## src/rtl/sio_regbank_pkg.sv

```systemverilog
package sio_regbank_pkg;
  localparam int unsigned ADDR_W = 3;
  localparam int unsigned N_SRC  = 4;

  typedef enum logic [ADDR_W-1:0] {
    A_DATA  = 3'd0,
    A_IEN   = 3'd1,
    A_IID   = 3'd2,
    A_LCTL  = 3'd3,
    A_MCTL  = 3'd4,
    A_LSTAT = 3'd5,
    A_MSTAT = 3'd6,
    A_SCR   = 3'd7
  } addr_e;

  typedef struct packed {
    logic wr_thr;
    logic wr_dll;
    logic wr_dlm;
    logic wr_ier;
    logic wr_lcr;
    logic wr_mcr;
    logic wr_scr;
    logic rd_rbr;
    logic rd_iir;
    logic rd_lsr;
    logic rd_msr;
  } strobe_t;
endpackage

```

## src/rtl/sio_reg_decode.sv

```systemverilog
module sio_reg_decode
  import sio_regbank_pkg::*;
(
  input  logic [ADDR_W-1:0] addr_i,
  input  logic              dlab_i,
  input  logic              wr_i,
  input  logic              rd_i,
  output strobe_t           stb_o
);
  always_comb begin
    stb_o = '0;
    case (addr_i)
      A_DATA: begin
        if (dlab_i) stb_o.wr_dll = wr_i;
        else begin
          stb_o.wr_thr = wr_i;
          stb_o.rd_rbr = rd_i;
        end
      end
      A_IEN: begin
        if (dlab_i) stb_o.wr_dlm = wr_i;
        else        stb_o.wr_ier = wr_i;
      end
      A_IID:   stb_o.rd_iir = rd_i;
      A_LCTL:  stb_o.wr_lcr = wr_i;
      A_MCTL:  stb_o.wr_mcr = wr_i;
      A_LSTAT: stb_o.rd_lsr = rd_i;
      A_MSTAT: stb_o.rd_msr = rd_i;
      A_SCR:   stb_o.wr_scr = wr_i;
      default: stb_o = '0;
    endcase
  end
endmodule

```

## src/rtl/sio_modem_track.sv

```systemverilog
// lines_i order: [0] cts, [1] dsr, [2] ri, [3] dcd
module sio_modem_track (
  input  logic       clk_i,
  input  logic       rst_ni,
  input  logic [3:0] lines_i,
  input  logic       clr_i,
  output logic [7:0] msr_o
);
  logic [3:0] prev_q, delta_q, delta_set;

  always_comb begin
    delta_set    = lines_i ^ prev_q;
    delta_set[2] = prev_q[2] & ~lines_i[2]; // RI trailing edge only
  end

  always_ff @(posedge clk_i or negedge rst_ni) begin
    if (!rst_ni) begin
      prev_q  <= '0;
      delta_q <= '0;
    end else begin
      prev_q  <= lines_i;
      delta_q <= (clr_i ? 4'b0 : delta_q) | delta_set;
    end
  end

  assign msr_o = {lines_i, delta_q};
endmodule

```

## src/rtl/sio_irq_rank.sv

```systemverilog
// req_i[0] is most urgent; cause code = N_SRC-1-index
module sio_irq_rank
  import sio_regbank_pkg::*;
#(
  parameter int unsigned DW = 8
) (
  input  logic [N_SRC-1:0] req_i,
  output logic [DW-1:0]    iir_o,
  output logic             any_o,
  output logic [N_SRC-1:0] grant_o
);
  localparam int unsigned ID_W = $clog2(N_SRC);

  logic [ID_W-1:0] id;

  for (genvar i = 0; i < N_SRC; i++) begin : g_pri
    if (i == 0) begin : g_top
      assign grant_o[i] = req_i[i];
    end else begin : g_low
      assign grant_o[i] = req_i[i] & ~|req_i[i-1:0];
    end
  end

  always_comb begin
    id = '0;
    for (int i = 0; i < N_SRC; i++)
      if (grant_o[i]) id = ID_W'(N_SRC - 1 - i);
  end

  assign any_o = |req_i;
  assign iir_o = DW'({id, ~any_o});
endmodule

```

## src/rtl/sio_regbank.sv

```systemverilog
module sio_regbank
  import sio_regbank_pkg::*;
#(
  parameter int unsigned DW = 8
) (
  input  logic              clk_i,
  input  logic              rst_ni,
  input  logic [ADDR_W-1:0] addr_i,
  input  logic              wr_i,
  input  logic              rd_i,
  input  logic [DW-1:0]     wdata_i,
  output logic [DW-1:0]     rdata_o,
  input  logic              rx_valid_i,
  input  logic [DW-1:0]     rx_data_i,
  input  logic              rx_parity_err_i,
  input  logic              rx_frame_err_i,
  input  logic              rx_break_i,
  output logic              tx_load_o,
  output logic [DW-1:0]     tx_data_o,
  input  logic              tx_taken_i,
  input  logic              tsr_idle_i,
  input  logic              cts_i,
  input  logic              dsr_i,
  input  logic              ri_i,
  input  logic              dcd_i,
  output logic              dtr_o,
  output logic              rts_o,
  output logic              out1_o,
  output logic              out2_o,
  output logic [DW-2:0]     line_cfg_o,
  output logic [2*DW-1:0]   divisor_o,
  output logic              irq_o
);
  localparam int unsigned IER_W = N_SRC;
  localparam int unsigned MCR_W = 5;

  strobe_t          stb;
  logic [DW-1:0]    rbr_q, thr_q, lcr_q, scr_q, dll_q, dlm_q;
  logic [IER_W-1:0] ier_q;
  logic [MCR_W-1:0] mcr_q;
  logic             dr_q, oe_q, pe_q, fe_q, bi_q;
  logic             thre_q, thre_pend_q, tx_load_q;
  logic             dlab, loop, temt, line_err, any_irq;
  logic             pend_set, pend_clr;
  logic [3:0]       lines;
  logic [7:0]       msr;
  logic [DW-1:0]    lsr, iir, rmux;
  logic [N_SRC-1:0] req, grant;

  assign dlab = lcr_q[DW-1];
  assign loop = mcr_q[4];

  sio_reg_decode u_dec (
    .addr_i (addr_i),
    .dlab_i (dlab),
    .wr_i   (wr_i),
    .rd_i   (rd_i),
    .stb_o  (stb)
  );

  // plain control registers
  always_ff @(posedge clk_i or negedge rst_ni) begin
    if (!rst_ni) begin
      lcr_q     <= '0;
      mcr_q     <= '0;
      ier_q     <= '0;
      scr_q     <= '0;
      dll_q     <= '0;
      dlm_q     <= '0;
      thr_q     <= '0;
      tx_load_q <= 1'b0;
    end else begin
      tx_load_q <= stb.wr_thr;
      if (stb.wr_lcr) lcr_q <= wdata_i;
      if (stb.wr_mcr) mcr_q <= wdata_i[MCR_W-1:0];
      if (stb.wr_ier) ier_q <= wdata_i[IER_W-1:0];
      if (stb.wr_scr) scr_q <= wdata_i;
      if (stb.wr_dll) dll_q <= wdata_i;
      if (stb.wr_dlm) dlm_q <= wdata_i;
      if (stb.wr_thr) thr_q <= wdata_i;
    end
  end

  // receive side: data-ready and error tags
  always_ff @(posedge clk_i or negedge rst_ni) begin
    if (!rst_ni) begin
      rbr_q <= '0;
      dr_q  <= 1'b0;
      oe_q  <= 1'b0;
      pe_q  <= 1'b0;
      fe_q  <= 1'b0;
      bi_q  <= 1'b0;
    end else begin
      if (rx_valid_i) rbr_q <= rx_data_i;
      if (rx_valid_i)      dr_q <= 1'b1;
      else if (stb.rd_rbr) dr_q <= 1'b0;
      oe_q <= (oe_q & ~stb.rd_lsr) | (rx_valid_i & dr_q & ~stb.rd_rbr);
      pe_q <= (pe_q & ~stb.rd_lsr) | (rx_valid_i & rx_parity_err_i);
      fe_q <= (fe_q & ~stb.rd_lsr) | (rx_valid_i & rx_frame_err_i);
      bi_q <= (bi_q & ~stb.rd_lsr) | (rx_valid_i & rx_break_i);
    end
  end

  // transmit side: holding empty and its interrupt cause
  assign pend_set = (tx_taken_i & ~thre_q & ~stb.wr_thr)
                  | (stb.wr_ier & wdata_i[1] & ~ier_q[1] & thre_q);
  assign pend_clr = stb.wr_thr | (stb.rd_iir & grant[2]);

  always_ff @(posedge clk_i or negedge rst_ni) begin
    if (!rst_ni) begin
      thre_q      <= 1'b1;
      thre_pend_q <= 1'b0;
    end else begin
      if (stb.wr_thr)      thre_q <= 1'b0;
      else if (tx_taken_i) thre_q <= 1'b1;
      thre_pend_q <= pend_set | (thre_pend_q & ~pend_clr);
    end
  end

  assign temt = thre_q & tsr_idle_i;
  assign lsr  = DW'({temt, thre_q, bi_q, fe_q, pe_q, oe_q, dr_q});

  // modem status, with loopback routing
  assign lines = loop ? {mcr_q[3], mcr_q[2], mcr_q[0], mcr_q[1]}
                      : {dcd_i, ri_i, dsr_i, cts_i};

  sio_modem_track u_msr (
    .clk_i   (clk_i),
    .rst_ni  (rst_ni),
    .lines_i (lines),
    .clr_i   (stb.rd_msr),
    .msr_o   (msr)
  );

  // interrupt causes, most urgent first
  assign line_err = oe_q | pe_q | fe_q | bi_q;
  assign req = {ier_q[3] & |msr[3:0],
                ier_q[1] & thre_pend_q,
                ier_q[0] & dr_q,
                ier_q[2] & line_err};

  sio_irq_rank #(.DW(DW)) u_rank (
    .req_i   (req),
    .iir_o   (iir),
    .any_o   (any_irq),
    .grant_o (grant)
  );

  always_comb begin
    case (addr_i)
      A_DATA:  rmux = dlab ? dll_q : rbr_q;
      A_IEN:   rmux = dlab ? dlm_q : DW'(ier_q);
      A_IID:   rmux = iir;
      A_LCTL:  rmux = lcr_q;
      A_MCTL:  rmux = DW'(mcr_q);
      A_LSTAT: rmux = lsr;
      A_MSTAT: rmux = DW'(msr);
      A_SCR:   rmux = scr_q;
      default: rmux = '0;
    endcase
  end

  assign rdata_o    = rd_i ? rmux : '0;
  assign tx_load_o  = tx_load_q;
  assign tx_data_o  = thr_q;
  assign dtr_o      = mcr_q[0] & ~loop;
  assign rts_o      = mcr_q[1] & ~loop;
  assign out1_o     = mcr_q[2] & ~loop;
  assign out2_o     = mcr_q[3] & ~loop;
  assign line_cfg_o = lcr_q[DW-2:0];
  assign divisor_o  = {dlm_q, dll_q};
  assign irq_o      = any_irq & mcr_q[3];
endmodule

```

## config.mk

```make
export PLATFORM = sky130hd
export DESIGN_NAME = sio_regbank
export DESIGN_NICKNAME = d
export VERILOG_FILES = /design/src/rtl/sio_regbank_pkg.sv /design/src/rtl/sio_reg_decode.sv /design/src/rtl/sio_modem_track.sv /design/src/rtl/sio_irq_rank.sv /design/src/rtl/sio_regbank.sv
export SDC_FILE = /design/constraint.sdc
export NUM_CORES = 1
export LEC_CHECK = 0
export ABC_AREA = 1
export BUFFER_PORTS_ARGS = -buffer_cell sky130_fd_sc_hd__buf_2
export CELL_PAD_IN_SITES_DETAIL_PLACEMENT = 1
export CELL_PAD_IN_SITES_GLOBAL_PLACEMENT = 2
export CORE_MARGIN = 3
export CORE_UTILIZATION = 34
export DETAILED_ROUTE_END_ITERATION = 16
export GPL_TIMING_DRIVEN = 1
export HOLD_SLACK_MARGIN = 0.06
export MAX_ROUTING_LAYER = met4
export PLACE_DENSITY_LB_ADDON = 0.1
export SKIP_CTS_REPAIR_TIMING = 1
export SLEW_MARGIN = 40
export SYNTH_ARGS = -nofsm -noshare
export SYNTH_HDL_FRONTEND = slang
export SYNTH_SLANG_ARGS = --single-unit
```

## constraint.sdc

```tcl
create_clock -name clk_i -period 3.75 [get_ports clk_i]
set_input_delay 0.75 -clock clk_i [delete_from_list [all_inputs] [get_ports clk_i]]
set_output_delay 0.75 -clock clk_i [all_outputs]
set_load 0.02 [all_outputs]
```

Word-level counts from Yosys, hierarchy flattened
Cells that the tools add are included.

operators by class
  bitwise logic cells = 51
  reduce and logical (&&, ||, !) cells = 10
  equal/unequal tests = 7
  mux-type cells = 26

operators with widths
  cell                                                              number
  8-bit case mux with 8 select lines                                1
  1-bit AND                                                         30
  8-bit 2-to-1 mux                                                  3
  1-bit 2-to-1 mux                                                  14
  3-bit == test (second input constant)                             4
  2-bit 2-to-1 mux                                                  6
  1-bit OR                                                          10
  1-bit inverter                                                    9
  4-bit 2-to-1 mux                                                  2
  4-bit OR reduction                                                2
  3-bit by 2-bit == test with 1-bit output (second input constant)  2
  4-bit OR                                                          1
  2-bit nonzero test                                                2
  4-bit bitwise XOR                                                 1
  3-bit by 1-bit == test with 1-bit output (second input constant)  1
  1-bit logical NOT                                                 3
  3-bit logical NOT                                                 1
  3-bit OR reduction                                                1
  2-bit OR reduction                                                1

storage, ports and cells
  register bits = 73
  output and inout port bits = 45
  word-level logic and storage cells = 112
  input bits = 33

Depth between registers and ports, before layout
  depth in word-level cells = 12
  mapped depth = 10
  depth with buffers taken out = 9

Modules after synthesis
A second synthesis with hierarchy kept.

unflattened totals
  cells, all modules = 469
  area, all modules = 3911.3 um2

by module, submodules not included
  module           times used  cells an instance  area each (um2)  seq. area each (um2)
  sio_regbank      1           390                3388.2           1627.8
  sio_modem_track  1           34                 321.6            200.2
  sio_irq_rank     1           20                 101.3            0.0
  sio_reg_decode   1           25                 100.1            0.0

Worst setup path before layout
Ideal clock, no wire load.

  path kind = input port to output port
  start point = in addr_i[1]
  end point = out rdata_o[0]
  setup slack = 1.248 ns
  cell stages on the path = 9
  data arrival time = 1.752 ns
  buffers on the path = 2
  data required time = 3.000 ns
  cell sequence = buf_6 > nor2_8 > nand2_4 > buf_4 > nand2_1 > inv_1 > nand2_1 > nor2_1 > a21oi_1

between the ends
  cells in the longest elaborated chain, start to end = 3
  elaborated cells on any way between the ends = 10
  those cells by class = eq/ne: 7; mux: 2; reduce/logical: 1

RTL lines
  item                                         RTL line            RTL
  start, declared                              sio_regbank.sv:8    input logic [ADDR_W-1:0] addr_i,
  3-bit == test, or another cell as far along  sio_regbank.sv:150  case (addr_i)
  8-bit case mux with 8 select lines *         sio_regbank.sv:150
  8-bit 2-to-1 mux *                           sio_regbank.sv:163  assign rdata_o = rd_i ? rmux : '0;
  end, declared                                sio_regbank.sv:12   output logic [DW-1:0] rdata_o,

Every way passes the cells marked *; elsewhere a longest branch is shown, timed or not.

Final worst setup path
  start point = in addr_i[2]
  end point = out rdata_o[4]

The elaborated chain is that of the path after synthesis.

==> summary.md <==
| Metric | Value |
|---|---|
| Drt total wl | `11600 um` |
| GPL Wtd Cong | `0.807` |
| Clock skew | `0.00821 ns` |
| Die height | `111 um` |
| Fin nets | `556` |
| Sequential area share after synthesis | `49.2%` |
| CP Cell Sequence | `buf_2, nand3_2, inv_1, nand2_1, nand2_1, nor2_1, a21oi_1, buf_2` |
| Layout Cells excl Fill | `664` |
| Maximum clock rate | `354 MHz` |
| WP data required | `3.00 ns` |
| Top Family by Delay on Critical Path | `buffers and inverters` |
| CP Capture Type | `output pin` |
| Leakage | `2.31 nW` |
| CTS root buffer | `clkbuf_8` |
| HPWL after DPL | `8740 um` |
| Largest family of logic cells by synthesized area | `simple AND/OR/NAND/NOR gates` |
| Initial antenna violation count | `0` |
| Critical Path Stages | `8` |
| Fill cells | `1318` |
| Drt drc | `0` |
| Slew Limit Fails | `0` |
| Synthesized Nets | `482` |
| Top cell type's share of synthesized area | `48.5%` |
| Ratio of cells with drive above 1 in the final layout | `26.5%` |
| Status | `finished, final reports clean` |
| Synth async-reset ratio | `100%` |
| Top-count cell post-synth | `nand2_1` |
| DIE AREA | `12200 um^2` |
| Crit path kind | `input port to output pin` |
| # IOs | `78` |
| Inst Count DP | `648` |
| Final Cycle Share | `75.3%` |
| Seq cells post-synth | `73` |
| Setup TNS | `0 ns` |
| Worst min path class | `input port to async pin` |
| Vias in the first global route | `3398` |
| CTS sink cnt | `73` |
| Largest net degree at the start of global routing | `74` |
| Starting Density | `35.5%` |
| Post-synth top cells | `nand2_1, dfrtp_1, o21ai_0` |
| Final min period | `2.82 ns` |
| Primary FF master, synth | `dfrtp_1` |
| GRT Total Usage | `19.9%` |
| Post-detailed-route count of antenna-violating nets | `0` |
| Simple-gate share of the synthesized area | `24.3%` |
| Drt wl/cell | `17.4 um` |
| MaxCap Viol Count | `0` |
| Pre-antenna DRT Iters | `4` |
| Mean Syn Cell Area | `8.28 um^2` |
| Synth Area in Adders | `0%` |
| Iteration-0 DRC Markers | `169` |
| Routed vias | `3183` |
| Core area | `10500 um^2` |
| Fin Hold WS | `0.385 ns` |
| Warnings, synthesis | `0` |
| Seq. cell area | `1830 um^2` |
| Clock transition at the registers of the reported paths | `0.09 ns` |
| CP bufs+invs | `3` |
| Number of port buffers | `77` |
| ANT cells | `0` |
| Final setup fails | `0` |
| Max incr delay on CP | `0.34 ns` |
| Grt ovf | `0` |
| Area grow syn2layout | `17.6%` |
| Hold Violations, Final | `0` |
| Global-route wire length before repair | `18600 um` |
| Via/cell ratio | `4.79` |
| Mapped Area | `3720 um^2` |
| Max_slew headroom | `53.5%` |
| XOR/XNOR share of the synthesized area | `0.707%` |
| CTS tree | `done` |
| Clk_lat worst skew | `0.34 ns` |
| Synth area leader | `dfrtp_1` |
| Worst Path Max Fanout | `14` |
| Post-Syn Instances | `449` |
| Slowest cell on the critical path | `buf_2` |
| Ranking of synthesized cells by area | `dfrtp_1, nand2_1, o21ai_0, o21ai_2, inv_1` |
| RSZ-0062 raised after global routing | `false` |
| Maximum vdd ir drop | `0.315 mV` |
| CTS Buf Count | `9` |
| H-tree depth | `3` |
| EDFF count, synth | `0` |
| Mux share of post-synthesis cell area | `0%` |
| R2R cell count | `8` |
| Die Wd | `111 um` |
| Tot Pwr | `0.00237 W` |
| Multi-input gate area | `1560 um^2` |
| Clk buf depth | `2` |
| Compound-Gate Fraction of Synth Area | `16.9%` |
| Count of cell types in the netlist | `35` |
| R2R Setup Slk | `2.33 ns` |
| Row cnt | `37` |
| Actual slew at the worst max-slew pin | `0.697 ns` |
| Arr. time, crit path | `2.07 ns` |
| PD cells | `541 nW/um^2` |
| Worst Setup Start Kind | `input port` |
==> worst paths after layout <==
path / from / to
max in group asynchronous: rst_ni / mcr_q[1]
worst min-delay path: rst_ni / u_msr.delta_q[2]
worst max register to register: lcr_q[7] / thre_pend_q
min in group clk_i: tx_data_o[6] / tx_data_o[6]
worst max-delay path: addr_i[2] / rdata_o[4]
worst min register to register: tx_data_o[6] / tx_data_o[6]
==> layout make-up <==
cell class	count	area share, %
clock buffer	10	3.15
multi-input combinational	308	35.7
inverter	53	4.69
tap	136	3.89
timing repair buffer	78	9.13
sequential	73	41.8
clock inverter	6	1.66
==> flip-flops by register name (all words and copies together) (netlist names), 4 cells and up <==
name / flops
dll_q: 8
dlm_q: 8
ier_q: 4
lcr_q: 8
mcr_q: 5
rbr_q: 8
scr_q: 8
tx_data_o: 8
u_msr.delta_q: 4
u_msr.prev_q: 4
==> layout by cell type (no fill, tap or decap), types with 2 or more instances in the layout <==
cell type	Yosys	final
o21ai_0	58	58
nand2_4	5	5
nand3_2	3	3
nand3_1	14	14
o21bai_1	3	3
inv_2	3	3
nor2_2	2	2
o21ai_2	24	24
a21oi_1	12	12
nor2_1	29	29
xor2_1	2	2
o21ai_1	2	2
inv_1	46	46
dfrtp_1	72	72
nand4_1	5	5
o211ai_1	2	2
inv_6	0	3
nand2_1	136	136
inv_4	2	2
nand3_4	2	2
buf_2	1	76
clkbuf_8	0	10
==> cells by family (layout without fill, tap and decap cells) <==
logic type	Yosys count	after routing
buffers and inverters	68	147
XOR/XNOR	3	3
flip-flops	73	73
AO/OA/AOI/OAI	104	104
AND/OR/NAND/NOR	201	201
==> metrics by stage <==
| stage | setup slack (ns) | util, % | area [um^2] |
|---|---|---|---|
| after floorplan | 1.25 | - | 3720 |
| after global placement | 0.973 | 39.7 | 4160 |
| after detailed placement | 0.942 | 39.8 | 4160 |
| after CTS | 0.935 | 41.8 | 4370 |
| after global routing | 0.810 | 41.8 | 4370 |
| final | 0.927 | 41.8 | 4370 |
==> routing by layer <==
layer | routed length [um] | GRT usage, % | vias to the layer above
met1 | 5670 | 27.8 | 1536
met2 | 5460 | 30.6 | 53
met4 | 70 | 4.11 | 0
met5 | 0 | - | -
li1 | - | - | 1590
met3 | 368 | 3.45 | 4
==> power breakdown <==
group | internal [W] | switching [W]
clock network | 0.000334 | 0.000325
logic | 0.000215 | 0.000429
registers | 0.000937 | 0.000126
Note: power is estimated with default switching activity, not from simulation.
